File: src/rtl/wdog_pkg.sv
package wdog_pkg;
  // Field order equals bit order: run is bit 5, rtc_hit is bit 0.
  typedef struct packed {
    logic run;       // bit 5
    logic dog_hit;   // bit 4
    logic base_en;   // bit 3
    logic base_hit;  // bit 2
    logic rtc_en;    // bit 1
    logic rtc_hit;   // bit 0
  } ctl_t;

  localparam int CTL_W = $bits(ctl_t);
endpackage

File: src/rtl/wdog_tick_edge.sv
module wdog_tick_edge #(
  parameter int SYNC_STAGES = 2
) (
  input  logic clk,
  input  logic rst_n,
  input  logic tick_i,
  output logic rise_o
);
  logic [SYNC_STAGES:0] sh;

  always_ff @(posedge clk or negedge rst_n) begin
    if (!rst_n) sh <= '0;
    else        sh <= {sh[SYNC_STAGES-1:0], tick_i};
  end

  assign rise_o = sh[SYNC_STAGES-1] & ~sh[SYNC_STAGES];


  rise_single_chk: assert property (@(posedge clk) disable iff (!rst_n)
    rise_o |=> !rise_o);
endmodule

File: src/rtl/wdog_count.sv
module wdog_count #(
  parameter int PRE_W = 4,
  parameter int CNT_W = 12
) (
  input  logic clk,
  input  logic rst_n,
  input  logic run_i,
  input  logic clear_i,
  output logic wrap_o,
  output logic pulse_o
);
  logic [PRE_W-1:0] pre;
  logic [CNT_W-1:0] cnt;
  logic             pre_full, cnt_full, pulse_q;

  assign pre_full = &pre;
  assign cnt_full = &cnt;
  assign wrap_o   = run_i & ~clear_i & pre_full & cnt_full;

  always_ff @(posedge clk or negedge rst_n) begin
    if (!rst_n) begin
      pre <= '0;
      cnt <= '0;
    end else if (clear_i) begin
      pre <= '0;
      cnt <= '0;
    end else if (run_i) begin
      pre <= pre + 1'b1;
      if (pre_full) cnt <= cnt + 1'b1;
    end
  end

  always_ff @(posedge clk or negedge rst_n) begin
    if (!rst_n) pulse_q <= 1'b0;
    else        pulse_q <= wrap_o;
  end

  assign pulse_o = pulse_q;


  clear_zero_chk: assert property (@(posedge clk) disable iff (!rst_n)
    clear_i |=> (pre == '0) && (cnt == '0));


  pulse_single_chk: assert property (@(posedge clk) disable iff (!rst_n)
    pulse_q |=> !pulse_q);


  idle_hold_chk: assert property (@(posedge clk) disable iff (!rst_n)
    (!run_i && !clear_i) |=> $stable(cnt) && $stable(pre));
endmodule

File: src/rtl/wdog_ctrl.sv
module wdog_ctrl #(
  parameter int                ADDR_W   = 8,
  parameter logic [ADDR_W-1:0] REG_ADDR = 'h01,
  parameter int                PRE_W    = 4,
  parameter int                CNT_W    = 12,
  parameter int                SYNC_STG = 2,
  parameter int                PC_W     = 16,
  parameter logic [PC_W-1:0]   VEC_LO   = 'h2FFC,
  parameter logic [PC_W-1:0]   VEC_HI   = 'h2FFD
) (
  input  logic              clk,
  input  logic              rst_n,
  input  logic [ADDR_W-1:0] reg_addr,
  input  logic              reg_wr,
  input  logic [7:0]        reg_wdata,
  output logic [7:0]        reg_rdata,
  input  logic              base_tick_i,
  input  logic              rtc_tick_i,
  output logic              warm_rst_o,
  output logic [PC_W-1:0]   vec_lo_o,
  output logic [PC_W-1:0]   vec_hi_o
);
  import wdog_pkg::*;

  localparam int PAD_W = 8 - CTL_W;

  ctl_t ctl, wr_v;
  logic hit, addr_ok, base_rise, rtc_rise, wrap, clr;
  logic unused_hi;

  assign addr_ok   = (reg_addr == REG_ADDR);
  assign hit       = reg_wr & addr_ok;
  assign wr_v      = ctl_t'(reg_wdata[CTL_W-1:0]);
  assign unused_hi = &{1'b0, reg_wdata[7:CTL_W]};
  assign clr       = hit & ~wr_v.run & ctl.run;

  wdog_tick_edge #(.SYNC_STAGES(SYNC_STG)) u_base_edge (
    .clk(clk), .rst_n(rst_n), .tick_i(base_tick_i), .rise_o(base_rise));

  wdog_tick_edge #(.SYNC_STAGES(SYNC_STG)) u_rtc_edge (
    .clk(clk), .rst_n(rst_n), .tick_i(rtc_tick_i), .rise_o(rtc_rise));

  wdog_count #(.PRE_W(PRE_W), .CNT_W(CNT_W)) u_count (
    .clk(clk), .rst_n(rst_n), .run_i(ctl.run), .clear_i(clr),
    .wrap_o(wrap), .pulse_o(warm_rst_o));

  always_ff @(posedge clk or negedge rst_n) begin
    if (!rst_n) begin
      ctl <= '0;
    end else begin
      if (hit && wr_v.run) ctl.run <= 1'b1;
      if (wrap)            ctl.dog_hit <= 1'b1;
      if (hit) begin
        ctl.base_en <= wr_v.base_en;
        ctl.rtc_en  <= wr_v.rtc_en;
      end
      if (base_rise && ctl.base_en)      ctl.base_hit <= 1'b1;
      else if (hit && !wr_v.base_hit)    ctl.base_hit <= 1'b0;
      if (rtc_rise && ctl.rtc_en)        ctl.rtc_hit <= 1'b1;
      else if (hit && !wr_v.rtc_hit)     ctl.rtc_hit <= 1'b0;
    end
  end

  assign reg_rdata = addr_ok ? {{PAD_W{1'b0}}, ctl} : 8'h00;
  assign vec_lo_o  = VEC_LO;
  assign vec_hi_o  = VEC_HI;


  run_sticky_chk: assert property (@(posedge clk) disable iff (!rst_n)
    ctl.run |=> ctl.run);


  pulse_flag_chk: assert property (@(posedge clk) disable iff (!rst_n)
    warm_rst_o |-> ctl.dog_hit);


  flag_sticky_chk: assert property (@(posedge clk) disable iff (!rst_n)
    ctl.dog_hit |=> ctl.dog_hit);


  set_wins_chk: assert property (@(posedge clk) disable iff (!rst_n)
    (base_rise && ctl.base_en && hit && !wr_v.base_hit) |=> ctl.base_hit);


  pulse_needs_run_chk: assert property (@(posedge clk) disable iff (!rst_n)
    warm_rst_o |-> ctl.run);
endmodule

File: config.mk
export PLATFORM = sky130hd
export DESIGN_NAME = wdog_ctrl
export DESIGN_NICKNAME = d
export VERILOG_FILES = /design/src/rtl/wdog_pkg.sv /design/src/rtl/wdog_tick_edge.sv /design/src/rtl/wdog_count.sv /design/src/rtl/wdog_ctrl.sv
export SDC_FILE = /design/constraint.sdc
export NUM_CORES = 1
export LEC_CHECK = 0
export BUFFER_PORTS_ARGS = -buffer_cell sky130_fd_sc_hd__buf_4
export CORE_UTILIZATION = 50
export CTS_CLUSTER_SIZE = 10
export DETAILED_ROUTE_END_ITERATION = 8
export PLACE_DENSITY = 0.78
export SLEW_MARGIN = 20
export SYNTH_ARGS = -nofsm -noshare
export SYNTH_HDL_FRONTEND = slang
export SYNTH_SLANG_ARGS = --single-unit
File: constraint.sdc
create_clock -name clk -period 3 [get_ports clk]
set_clock_uncertainty 0.05 [all_clocks]
set_input_delay 0.15 -clock clk [delete_from_list [all_inputs] [get_ports clk]]
set_output_delay 0.15 -clock clk [all_outputs]
set_load 0.05 [all_outputs]
==> results.py <==
metrics = {
    "placement": {
        "dp_cells": 232,
        "portBuffers": 24,
        "place_congestion": 0.751,
        "hpwlAfterDp_um": 1980,
    },
    "final_layout": {
        "antenna_cells": 0,
        "final_cell_mix": "conb_1, dfrtp_1, buf_4, nand3_1, a31oi_1",
        "fillers": 312,
        "drive_above_1_share_pct": 22.4,
        "stdcell_count": 247,
        "multi_input_area_um2": 820,
        "seq_area_um2": 726,
        "final_common_cell": "conb_1",
        "nets": 223,
        "syn_to_final_growth_pct": 12.8,
    },
    "routing": {
        "wl_met3_um": 168,
        "vias_per_cell": 5.28,
        "vias": 1305,
        "drt-pass1-iter-count": 4,
        "m1WireLength_um": 1360,
        "remaining_drc_errors": 0,
        "drtIter0Drc": 48,
        "wl_per_cell_um": 12.6,
        "antenna_left": 0,
        "dr_wl_met2_um": 1510,
        "top_layer": "met4",
        "wirelength_um": 3120,
    },
    "yosys": {
        "synthesis.instances": 169,
        "ys_types": 41,
        "synth.avg_cell_area_um2": 10.2,
        "yosysWarnings": 0,
        "ys_seq_area_share_pct": 41.9,
        "syn_area_mm2": 0.00173,
        "ys_seq_elements": 29,
    },
    "die": {
        "core_area_mm2": 0.00334,
        "die_w_um": 60.9,
        "start_util_pct": 51.9,
        "rows": 21,
        "fp.dieArea_mm2": 0.00370,
        "ios": 62,
        "die_y_um": 60.9,
    },
    "pwr": {
        "switching_power_mw": 0.302,
        "seq_power_share_pct": 45.9,
        "leakagePower_nw": 0.959,
        "switching_share_pct": 31.1,
        "p_comb_share_pct": 19.2,
        "p_int_mw": 0.670,
        "power_per_cell_area_mw_per_mm2": 498,
        "max-vdd-ir-drop_v": 0.000268,
        "pwr-share-clk_pct": 34.8,
    },
    "clock_tree": {
        "cts_resized": 0,
        "cts_setup_buffers": 0,
        "cts.sinks": 29,
        "clock_path_buffers": 2,
        "path_clk_slew_ps": 100,
        "cts-root-buf": "clkbuf_4",
        "cts_buffers": 5,
        "htree_levels": 2,
        "cts_hold_buf": 7,
        "worst_skew_pair.late_latency_ps": 330,
        "cts_tree": "built",
    },
    "worst_hold_path": {
        "hp-class": "primary input to register",
    },
    "setup_path": {
        "critical_path_required_ps": 3220,
        "worst_ep_arrival_time_ps": 2010,
        "worstSetupStartpointType": "register",
        "crit_type": "register to register",
        "cp-end-kind": "register",
        "crit_fanout": 19,
    },
    "global_route": {
        "grt_pass1_wl_um": 5100,
        "first_global_vias": 1109,
        "overflow": 0,
        "grt_max_degree": 30,
        "grt_usage_pct": 19.2,
        "antenna_found_initial": 0,
    },
    "timing": {
        "setup_tns_ps": 0,
        "slew_violations": 0,
        "fmax_mhz": 560,
        "rsz0062_at_grt": "false",
        "tightest_slew_ps": 617,
        "fin_crit_sh_pct": 59.5,
        "hold-worst-slack_ps": 70.0,
        "final_hold_viol_count": 0,
        "period_needed_ps": 1790,
        "setup_viol": 0,
        "relSlewSlack_pct": 58.5,
    },
    "flow_run": {
        "cap_violations": 0,
    },
    "run_status": {
        "status": "finished clean",
    },
}
flip-flops by register name, indices dropped and copies added, names as in the netlist:
register         flops
u_count.cnt         12
u_count.pre          4
u_base_edge.sh       3
u_count.pulse_o      1
ctl                  6
u_rtc_edge.sh        3
path summary, 6_finish.rpt:
| path | start | slack, ps | cells past startpoint | to |
|---|---|---|---|---|
| max in group asynchronous | rst_n | 2410 | 2 | u_count.cnt[1] |
| max reg2reg | u_count.pre[0] | 1210 | 4 | u_count.pulse_o |
| min in group asynchronous | rst_n | 220 | 2 | ctl[4] |
| min | reg_wdata[5] | 70 | 2 | ctl[5] |
| min reg2reg | u_base_edge.sh[0] | 310 | 0 | u_base_edge.sh[1] |
| max | u_count.pre[0] | 1210 | 4 | u_count.pulse_o |
routing by layer:
metal	up-vias	GRT usage, %
met5	-	0
met4	0	7.79
met2	51	30.9
met1	620	24.5
met3	8	5.33
li1	626	-
stage by stage:
stage	utilization (%)	power (mW)	instance area (um2)	worst slack [ps]
after detailed placement	53.9	0.636	1800	1010
final	58.5	0.972	1950	1210
after global placement	53.9	0.630	1800	1020
after CTS	58.5	0.982	1950	1200
after global routing	58.5	1.02	1950	1100
after floorplan	-	0.626	1850	1530
critical path, stage by stage (launching register included):
cell     delay (ps)
dfrtp_1         390
ha_1            230
and4_1          610
and2_4          270
and4_1          170
final cells by class:
class	count	area share (%)
clock inverter	1	1.54
inverter	4	0.769
multi-input combinational	129	42.0
sequential	29	37.2
timing repair buffer	31	12.8
tap	46	2.95
clock buffer	7	2.82
cell families after synthesis:
logic type	Yosys count	synth area share, %
AO/OA/AOI/OAI	30	12.6
adder cells (fa/ha/maj)	2	1.44
flip-flops	29	41.9
other	2	0.434
AND/OR/NAND/NOR	59	23.5
multiplexers	4	2.46
buffers and inverters	43	17.7
synth_stat cells (all sizes together):
cell | number | area [um2]
nor4 | 2 | 27.5
mux2 | 2 | 22.5
nand3b | 6 | 45.0
conb | 2 | 7.51
a21boi | 2 | 18.8
and4 | 3 | 26.3
dfrtp | 29 | 726
nor4b | 1 | 23.8
and2 | 1 | 8.76
nand2 | 9 | 33.8
buf | 38 | 288
nor3 | 1 | 5.00
a31oi | 12 | 75.1
a41oi | 2 | 17.5
ha | 2 | 25.0
nand4b | 1 | 23.8
a32o | 1 | 10.0
o211ai | 3 | 22.5
mux2i | 2 | 20.0
o2111ai | 1 | 8.76
nor2b | 1 | 6.26
and3 | 11 | 76.3
nand4 | 5 | 37.5
inv | 4 | 15.0
clkbuf | 1 | 3.75
o2bb2ai | 1 | 8.76
a41o | 2 | 21.3
nor2 | 3 | 11.3
nand2b | 1 | 6.26
nand3 | 14 | 75.1
o21ai | 4 | 20.0
o22ai | 1 | 6.26
o31a | 1 | 8.76
power by group through the flow:
stage | logic [mW] | registers [mW] | clock network [mW]
after floorplan | 0.178 | 0.448 | 0
after global placement | 0.176 | 0.454 | 0
after detailed placement | 0.181 | 0.455 | 0
after CTS | 0.188 | 0.447 | 0.347
after global routing | 0.203 | 0.452 | 0.368
final | 0.187 | 0.447 | 0.338
Note: power is estimated with default switching activity, not from simulation.
